--- config.mk ---
export PLATFORM = sky130hd
export DESIGN_NAME = irc_ctrl
export DESIGN_NICKNAME = d
export VERILOG_FILES = /design/src/rtl/irc_pkg.sv /design/src/rtl/irc_prio_pick.sv /design/src/rtl/irc_priv_gate.sv /design/src/rtl/irc_state.sv /design/src/rtl/irc_ctrl.sv
export SDC_FILE = /design/constraint.sdc
export NUM_CORES = 1
export LEC_CHECK = 0
export BUFFER_PORTS_ARGS = -buffer_cell sky130_fd_sc_hd__buf_2
export CAP_MARGIN = 20
export CORE_MARGIN = 2
export CORE_UTILIZATION = 51
export CTS_BUF_LIST = sky130_fd_sc_hd__clkbuf_2
export DETAILED_ROUTE_END_ITERATION = 10
export HOLD_SLACK_MARGIN = 0.1
export MAX_ROUTING_LAYER = met4
export PLACE_DENSITY = 0.83
export SLEW_MARGIN = 10
export SYNTH_ARGS = -nofsm -noshare
export SYNTH_HDL_FRONTEND = slang
export SYNTH_HIERARCHICAL = 1
export SYNTH_SLANG_ARGS = --single-unit
export TNS_END_PERCENT = 50
--- constraint.sdc ---
create_clock -name clk -period 3.2 [get_ports clk]
set_input_delay 0.16 -clock clk [delete_from_list [all_inputs] [get_ports clk]]
set_output_delay 0.16 -clock clk [all_outputs]
set_load 0.01 [all_outputs]
--- src/rtl/irc_pkg.sv ---
package irc_pkg;

  typedef enum logic [1:0] {
    OP_RETI = 2'd0,
    OP_IEN  = 2'd1,
    OP_IDIS = 2'd2,
    OP_WREG = 2'd3
  } irc_op_e;

  typedef enum logic [1:0] {
    REG_RET  = 2'd0,
    REG_CFG  = 2'd1,
    REG_STAT = 2'd2,
    REG_SERV = 2'd3
  } irc_reg_e;

  localparam int unsigned ST_BUSY = 0;
  localparam int unsigned ST_DIS  = 1;
  localparam int unsigned ST_KERN = 2;
  localparam int unsigned ST_CHK  = 3;
  localparam int unsigned ST_W    = 4;

endpackage

--- src/rtl/irc_prio_pick.sv ---
module irc_prio_pick #(
  parameter int unsigned N = 10,
  localparam int unsigned IW = (N > 1) ? $clog2(N) : 1
) (
  input  logic [N-1:0]  vec_i,
  output logic [N-1:0]  first_o,
  output logic [IW-1:0] idx_o,
  output logic          any_o
);

  logic [N:0] seen;
  assign seen[0] = 1'b0;

  for (genvar g = 0; g < N; g++) begin : g_chain
    assign first_o[g]  = vec_i[g] & ~seen[g];
    assign seen[g+1]   = seen[g] | vec_i[g];
  end

  assign any_o = seen[N];

  always_comb begin
    idx_o = '0;
    for (int i = 0; i < N; i++) begin
      idx_o = idx_o | (first_o[i] ? IW'(i) : '0);
    end
  end

endmodule

--- src/rtl/irc_priv_gate.sv ---
module irc_priv_gate
  import irc_pkg::*;
(
  input  logic    cmd_valid,
  input  irc_op_e op,
  input  logic    chk_en,
  input  logic    kern,
  output logic    go_reti,
  output logic    go_ien,
  output logic    go_idis,
  output logic    go_wreg,
  output logic    refused
);

  logic allowed;

  assign refused = cmd_valid & chk_en & ~kern;
  assign allowed = cmd_valid & ~refused;

  assign go_reti = allowed & (op == OP_RETI);
  assign go_ien  = allowed & (op == OP_IEN);
  assign go_idis = allowed & (op == OP_IDIS);
  assign go_wreg = allowed & (op == OP_WREG);

endmodule

--- src/rtl/irc_state.sv ---
module irc_state
  import irc_pkg::*;
#(
  parameter int unsigned NIRQ    = 10,
  parameter int unsigned AW      = 32,
  parameter int unsigned DW      = 32,
  parameter int unsigned CFG_BIT = 25
) (
  input  logic            clk,
  input  logic            rst_n,
  input  logic            take_irq,
  input  logic [NIRQ-1:0] irq_first,
  input  logic [AW-1:0]   pc_next,
  input  logic            go_reti,
  input  logic            go_ien,
  input  logic            go_idis,
  input  logic            go_wreg,
  input  irc_reg_e        wsel,
  input  logic [DW-1:0]   wdata,
  input  logic [NIRQ-1:0] serv_first,
  output logic [AW-1:0]   ret_q,
  output logic [NIRQ-1:0] serv_q,
  output logic            dis_q,
  output logic            kern_q,
  output logic            chk_q
);

  always_ff @(posedge clk) begin
    if (!rst_n) begin
      ret_q  <= '0;
      serv_q <= '0;
      dis_q  <= 1'b1;
      kern_q <= 1'b1;
      chk_q  <= 1'b0;
    end else if (take_irq) begin
      ret_q  <= pc_next;
      serv_q <= serv_q | irq_first;
      dis_q  <= 1'b1;
      kern_q <= 1'b1;
    end else if (go_reti) begin
      serv_q <= serv_q & ~serv_first;
      dis_q  <= 1'b0;
      if (chk_q) kern_q <= 1'b0;
    end else if (go_ien) begin
      dis_q <= 1'b0;
    end else if (go_idis) begin
      dis_q <= 1'b1;
    end else if (go_wreg) begin
      unique case (wsel)
        REG_RET:  ret_q  <= wdata[AW-1:0];
        REG_CFG:  chk_q  <= wdata[CFG_BIT];
        REG_STAT: begin
          dis_q  <= wdata[ST_DIS];
          kern_q <= wdata[ST_KERN];
        end
        REG_SERV: serv_q <= wdata[NIRQ-1:0];
        default: ;
      endcase
    end
  end

  // entry captures return address and forces masked kernel state
  a_r3_entry_state: assert property (@(posedge clk) disable iff (!rst_n)
    take_irq |=> (ret_q == $past(pc_next)) && dis_q && kern_q
                 && ((serv_q & $past(irq_first)) != '0));

  // a return retires exactly the most urgent in-service level
  a_r5_retire_one: assert property (@(posedge clk) disable iff (!rst_n)
    go_reti |=> serv_q == ($past(serv_q) & ($past(serv_q) - 1'b1)));

  // mode drops to user only when checking is on
  a_r6_user_drop: assert property (@(posedge clk) disable iff (!rst_n)
    go_reti |=> (kern_q == ($past(kern_q) & ~$past(chk_q))));

  // enable and disable commands land on the next edge
  a_r7_ien: assert property (@(posedge clk) disable iff (!rst_n)
    go_ien |=> !dis_q);
  a_r7_idis: assert property (@(posedge clk) disable iff (!rst_n)
    go_idis |=> dis_q);

endmodule

--- src/rtl/irc_ctrl.sv ---
module irc_ctrl
  import irc_pkg::*;
#(
  parameter int unsigned NIRQ       = 10,
  parameter int unsigned AW         = 32,
  parameter int unsigned DW         = 32,
  parameter int unsigned CFG_BIT    = 25,
  parameter logic [31:0] VEC_BASE   = 32'h0000_0100,
  parameter int unsigned VEC_STRIDE = 8
) (
  input  logic            clk,
  input  logic            rst_n,
  input  logic [NIRQ-1:0] irq_req,
  input  logic [AW-1:0]   pc_next,
  input  logic            cmd_valid,
  input  logic [1:0]      cmd_op,
  input  logic [1:0]      mmr_sel,
  input  logic [DW-1:0]   mmr_wdata,
  output logic            redirect_valid,
  output logic [AW-1:0]   redirect_pc,
  output logic            fault,
  output logic [3:0]      status_o,
  output logic [NIRQ-1:0] ipend_o,
  output logic [AW-1:0]   iret_o
);

  localparam int unsigned IW = (NIRQ > 1) ? $clog2(NIRQ) : 1;

  function automatic logic [AW-1:0] vec_addr(input logic [IW-1:0] idx);
    return AW'(VEC_BASE) + AW'(idx) * AW'(VEC_STRIDE);
  endfunction

  function automatic logic outranks(input logic [IW-1:0] req_idx,
                                    input logic          cur_any,
                                    input logic [IW-1:0] cur_idx);
    return !cur_any || (req_idx < cur_idx);
  endfunction

  // internal events, named for the assertions
  logic [NIRQ-1:0] irq_first, serv_first;
  logic [IW-1:0]   irq_idx, serv_idx;
  logic            irq_any, serv_any;
  logic            take_irq;
  logic            go_reti, go_ien, go_idis, go_wreg, refused;
  logic [AW-1:0]   ret_q;
  logic [NIRQ-1:0] serv_q;
  logic            dis_q, kern_q, chk_q;

  irc_prio_pick #(.N(NIRQ)) u_req_pick (
    .vec_i(irq_req), .first_o(irq_first), .idx_o(irq_idx), .any_o(irq_any)
  );

  irc_prio_pick #(.N(NIRQ)) u_serv_pick (
    .vec_i(serv_q), .first_o(serv_first), .idx_o(serv_idx), .any_o(serv_any)
  );

  irc_priv_gate u_gate (
    .cmd_valid(cmd_valid),
    .op       (irc_op_e'(cmd_op)),
    .chk_en   (chk_q),
    .kern     (kern_q),
    .go_reti  (go_reti),
    .go_ien   (go_ien),
    .go_idis  (go_idis),
    .go_wreg  (go_wreg),
    .refused  (refused)
  );

  assign take_irq = !cmd_valid && !dis_q && irq_any
                    && outranks(irq_idx, serv_any, serv_idx);

  irc_state #(.NIRQ(NIRQ), .AW(AW), .DW(DW), .CFG_BIT(CFG_BIT)) u_state (
    .clk       (clk),
    .rst_n     (rst_n),
    .take_irq  (take_irq),
    .irq_first (irq_first),
    .pc_next   (pc_next),
    .go_reti   (go_reti),
    .go_ien    (go_ien),
    .go_idis   (go_idis),
    .go_wreg   (go_wreg),
    .wsel      (irc_reg_e'(mmr_sel)),
    .wdata     (mmr_wdata),
    .serv_first(serv_first),
    .ret_q     (ret_q),
    .serv_q    (serv_q),
    .dis_q     (dis_q),
    .kern_q    (kern_q),
    .chk_q     (chk_q)
  );

  always_ff @(posedge clk) begin
    if (!rst_n) begin
      redirect_valid <= 1'b0;
      redirect_pc    <= '0;
      fault          <= 1'b0;
    end else begin
      redirect_valid <= take_irq | go_reti;
      fault          <= refused;
      if (take_irq)     redirect_pc <= vec_addr(irq_idx);
      else if (go_reti) redirect_pc <= ret_q;
    end
  end

  always_comb begin
    status_o           = '0;
    status_o[ST_BUSY]  = |serv_q;
    status_o[ST_DIS]   = dis_q;
    status_o[ST_KERN]  = kern_q;
    status_o[ST_CHK]   = chk_q;
  end

  assign ipend_o = serv_q;
  assign iret_o  = ret_q;

  // a taken interrupt redirects to its vector on the next edge
  a_r2_vector: assert property (@(posedge clk) disable iff (!rst_n)
    take_irq |=> redirect_valid
                 && redirect_pc == AW'(VEC_BASE) + AW'($past(irq_idx)) * AW'(VEC_STRIDE));

  // return goes to the address stored before the edge
  a_r4_return_target: assert property (@(posedge clk) disable iff (!rst_n)
    go_reti |=> redirect_valid && redirect_pc == $past(ret_q) && !status_o[ST_DIS]);

  // refused command leaves state alone and faults
  a_r8_refused_frozen: assert property (@(posedge clk) disable iff (!rst_n)
    refused |=> fault && !redirect_valid && $stable(iret_o)
                && $stable(ipend_o) && $stable(status_o));

  // no interrupt entry while a command is presented
  a_r10_cmd_first: assert property (@(posedge clk) disable iff (!rst_n)
    cmd_valid |-> !take_irq);

  // redirect and fault never coincide
  a_r11_exclusive: assert property (@(posedge clk) disable iff (!rst_n)
    !(redirect_valid && fault));

endmodule

==> impl_summary.md <==
Clock network
The maximum buffer depth of the clock tree is 2. The clock buffer count from CTS is 9. The clock latency reported for the late side of the worst-skew pair is 520 ps. The clock drives 79 sinks. The clock-pin slew on the worst setup and hold paths is 260 ps. The depth of the CTS H-tree is 3. The post-CTS setup-driven buffer insertion count is 0. The clock tree from TritonCTS is done. The clock root buffer master is sky130_fd_sc_hd__clkbuf_2.

Worst setup path
For flop-to-flop paths, the worst setup slack is 190 ps. At the worst endpoint, the arrival time is 3540 ps. The timing startpoint of the critical path is irq_req[0]. The endpoint of the worst register-to-register path is u_state/serv_q[0]. The class of the most critical setup path is input port to register. The worst flop-to-flop path startpoint is u_state/serv_q[2]. The sort of element at the end of the critical path is a register. In this run the worst path has a maximum fanout of 19.

STA classifies the critical path startpoint as an input port. Among cell families on the critical path, the largest total delay comes from buffers and inverters. Together, buffers and inverters on the worst path number 4.

For the worst setup path, the data required time is 3640 ps. The largest individual stage delay along the critical path comes from the cell sky130_fd_sc_hd__nor4_2. Traced cell by cell, the critical path runs through dlygate4sd3_1, buf_2, nor4_2, and4b_1, or2_1, ha_1, a21oi_1, o211ai_2, nand2_2, buf_4, buf_4, a31oi_1, a21oi_1. The delay contributed by the slowest stage of the critical path is 550 ps. Measured in cells, the most critical reg-to-reg path has a length of 12.

Power
Of the total power, the clock network draws 0.211. The static leakage power is 2.50 nW. The power density relative to cell area is 474 nW/um^2.

The share of total power dissipated in combinational logic is 0.348. The worst ir drop on vdd is 0.000284 V. The internal power contribution is 1.74 mW.

Total power for the finished layout comes to 2.79 mW. Of the total power, registers draw 0.440. The net switching share of the total power is 0.377. The switching power is 1.05 mW.

Min path
The number of cells on the worst hold path is 3. The startpoint identified for the worst hold timing path is rst_n. In this run the worst hold path is classified as input port to register. The path with the worst hold slack has its endpoint at u_state/ret_q[27].

STA
In the finished design, the share of the clock period the worst path needs comes to 0.968. The clock period could shrink to 3100 ps. The max-slew violation count was 0. The setup skew after layout is 23.2 ps. The post-route setup TNS is 0 ps. Across all setup checks in the final design, the least slack found is 103 ps.

The highest achievable clock rate is 323 MHz. The count of final hold-check violations is 0. The final-report setup violation count is 0. The worst-margin pin slew is 829 ps. The worst hold slack after final layout is 186 ps. The remaining max-slew budget at the tightest pin is 0.446.

Synth
Synthesis handed over a netlist of 474 instances. In this run the cell area of the synthesized design comes to 4240 um^2. The net count of the mapped netlist is 558. The average cell area after synthesis is 8.94 um^2. Of the synthesized area, sequential elements account for 0.373.

Yosys instantiated no cell more often than sky130_fd_sc_hd__dfxtp_1. Sorting the synthesized cells by area gives the leading types as sky130_fd_sc_hd__dfxtp_1 (37%), sky130_fd_sc_hd__mux2i_1 (7.6%), sky130_fd_sc_hd__o21ai_1 (5.0%), sky130_fd_sc_hd__a31oi_1 (4.9%), sky130_fd_sc_hd__a21oi_1 (4.5%). Sorting the synthesized cells by how often they occur yields sky130_fd_sc_hd__dfxtp_1 (79), sky130_fd_sc_hd__o21ai_1 (42), sky130_fd_sc_hd__a21oi_1 (38). Counting flops with a built-in enable in the synthesized netlist gives 0.

The cell type with the largest total area after synthesis is sky130_fd_sc_hd__dfxtp_1. The count of state elements after synthesis is 79. The synthesis warning total is 6. The share of flip-flops with an asynchronous set or reset after synthesis is 0. The area fraction of the dominant cell type after synthesis is 0.373.

The top flip-flop cell by instance count after synthesis is sky130_fd_sc_hd__dfxtp_1. The number of distinct library cell variants in the gate-level netlist after synthesis is 54.

Routing
The total vias in the final route is 4927. The average via count per standard cell is 6.21. The number of remaining DRC errors is 0. The first-pass iteration count of the detailed router is 6. The final layout contains routed wiring with a total length of 15.5 mm. The remaining antenna violation count after routing is 0.

The first-iteration detailed-routing DRC count is 532. After detailed routing, the average wire length per cell comes to 19.5 um.

Cells and area
The sequential cells in the finished layout cover a total of 1580 um^2. Compared with the post-synthesis result, the final layout area differs by 38.9%. Summing all multi-input logic gate instances after layout gives 2360 um^2. The finished layout cell area is 5890 um^2. The number of inserted filler cells in the final layout is 569. The final antenna diode count is 0. The share of cells above drive strength 1 is 0.332. At the end of the flow, the number of nets in the layout was 768.

Flow run
The tool flagged a number of max-cap violations equal to 0.

Place
The worst setup slack after placement is 213 ps. The number of port buffers is 160. The final weighted congestion of routability-driven global placement is 0.956. Summing all placed instances gives a cell area of 5020 um^2. The placed wire-length estimate is 9.20 mm.

Status
The flow ran to the end, and the final reports show no timing, DRC or antenna violations.

Floorplan
The floorplan step defined a core boundary enclosing 8130 um^2. The area of the die is 9050 um^2. The count of standard-cell rows is 33. The starting density of the core is 0.521. The height of the die is 95.2 um. The die boundary width is 95.2 um.

The top-level port count is 161.

Global routing
The total overflow left after global routing is 0. The wire length of the first global-routing pass is 23.8 mm. In the global route stage, overall resource usage came out at 0.345. The via count of the first global-routing pass is 4700. The initial antenna violation count is 0.

The maximum number of pins on one net before global-route repair is 39.
==> power by group through the flow <==
stage	registers, mW	clock network, mW	logic (mW)
after floorplan	1.26	0	0.524
after global routing	1.24	0.633	1.04
after global placement	1.23	0	0.834
final	1.23	0.590	0.973
after CTS	1.22	0.600	0.925
after detailed placement	1.24	0	0.853
==> state kept, by name (all words and copies together) (netlist names) <==
register        cells
fault               1
redirect_pc        32
u_state/serv_q     10
u_state/ret_q      32
u_state/kern_q      1
u_state/chk_q       1
redirect_valid      1
u_state/dis_q       1
==> final cells by class <==
class / instances / share of cell area
clock buffer: 9 / 0.00765
clock inverter: 7 / 0.0142
inverter: 11 / 0.00701
multi-input combinational: 338 / 0.401
sequential: 79 / 0.269
tap: 105 / 0.0223
timing repair buffer: 245 / 0.279
==> how the worst max path moves through the flow <==
stage | endpoint | cells past startpoint | slack, ps
floorplan | u_state/serv_q[9] | 13 | 180
global placement | u_state/serv_q[1] | 12 | 320
detailed placement | u_state/serv_q[0] | 12 | 210
CTS | u_state/serv_q[0] | 12 | 130
global route | u_state/serv_q[0] | 12 | -20
finish | u_state/ret_q[11] | 13 | 100
==> placed cells by master (no fill, tap or decap), types with 2 or more instances in the layout <==
cell,netlist,final
sky130_fd_sc_hd__buf_2,11,160
sky130_fd_sc_hd__dfxtp_1,79,77
sky130_fd_sc_hd__dlygate4sd3_1,0,71
sky130_fd_sc_hd__o21ai_1,42,42
sky130_fd_sc_hd__a21oi_1,38,38
sky130_fd_sc_hd__nor2_1,35,34
sky130_fd_sc_hd__o21ai_0,34,34
sky130_fd_sc_hd__a31oi_1,33,33
sky130_fd_sc_hd__mux2i_1,32,32
sky130_fd_sc_hd__nor2b_1,14,14
sky130_fd_sc_hd__buf_4,8,12
sky130_fd_sc_hd__inv_1,10,10
sky130_fd_sc_hd__a2111oi_2,10,10
sky130_fd_sc_hd__a311oi_2,10,10
sky130_fd_sc_hd__nand3_1,9,9
sky130_fd_sc_hd__clkbuf_2,0,9
sky130_fd_sc_hd__and2_1,8,8
sky130_fd_sc_hd__nor3b_1,7,7
sky130_fd_sc_hd__a22oi_1,7,7
sky130_fd_sc_hd__nor3_1,6,6
sky130_fd_sc_hd__a311oi_1,4,4
sky130_fd_sc_hd__nor4_1,4,3
sky130_fd_sc_hd__ha_1,3,3
sky130_fd_sc_hd__inv_6,0,3
sky130_fd_sc_hd__or4b_1,3,3
sky130_fd_sc_hd__buf_12,0,2
sky130_fd_sc_hd__nand2_1,3,2
sky130_fd_sc_hd__nor4b_2,0,2
sky130_fd_sc_hd__nor4_2,2,2
sky130_fd_sc_hd__o31ai_1,2,2
sky130_fd_sc_hd__and3b_1,2,2
sky130_fd_sc_hd__and3_1,2,2
sky130_fd_sc_hd__and4b_1,2,2
sky130_fd_sc_hd__or2_1,2,2
sky130_fd_sc_hd__a31o_1,2,2
sky130_fd_sc_hd__o311ai_1,2,2
sky130_fd_sc_hd__dfxtp_2,0,2
==> metal layers <==
metal,GRT usage,part of all wire
met1,0.402,0.38
met2,0.564,0.48
met3,0.0751,0.10
met4,0.170,0.047
met5,-,0
==> timing repair <==
action / CTS / global route
hold endpoints to repair: 45 / 0
gates resized for setup: 0 / 5
hold buffers: 71 / 0
endpoints found under the setup margin: 0 / 40
==> through the flow <==
step	cells	utilization
2_1_floorplan	474	-
3_3_place_gp	707	0.618
3_5_place_dp	707	0.618
4_1_cts	794	0.721
5_1_grt	794	0.724
6_report	794	0.724
==> kinds of logic after synthesis <==
| family | Yosys count | synth area share |
|---|---|---|
| simple gates | 114 | 0.168 |
| flops | 79 | 0.373 |
| fa+ha+maj | 3 | 0.00886 |
| compound gates | 189 | 0.297 |
| buf+inv | 57 | 0.0774 |
| mux | 32 | 0.0756 |
==> tightest hold or removal path, stage by stage <==
cell and delay [ps]:
sky130_fd_sc_hd__buf_2 310, sky130_fd_sc_hd__o21ai_1 160, sky130_fd_sc_hd__a21oi_1 50
Note: power is estimated with default switching activity, not from simulation.
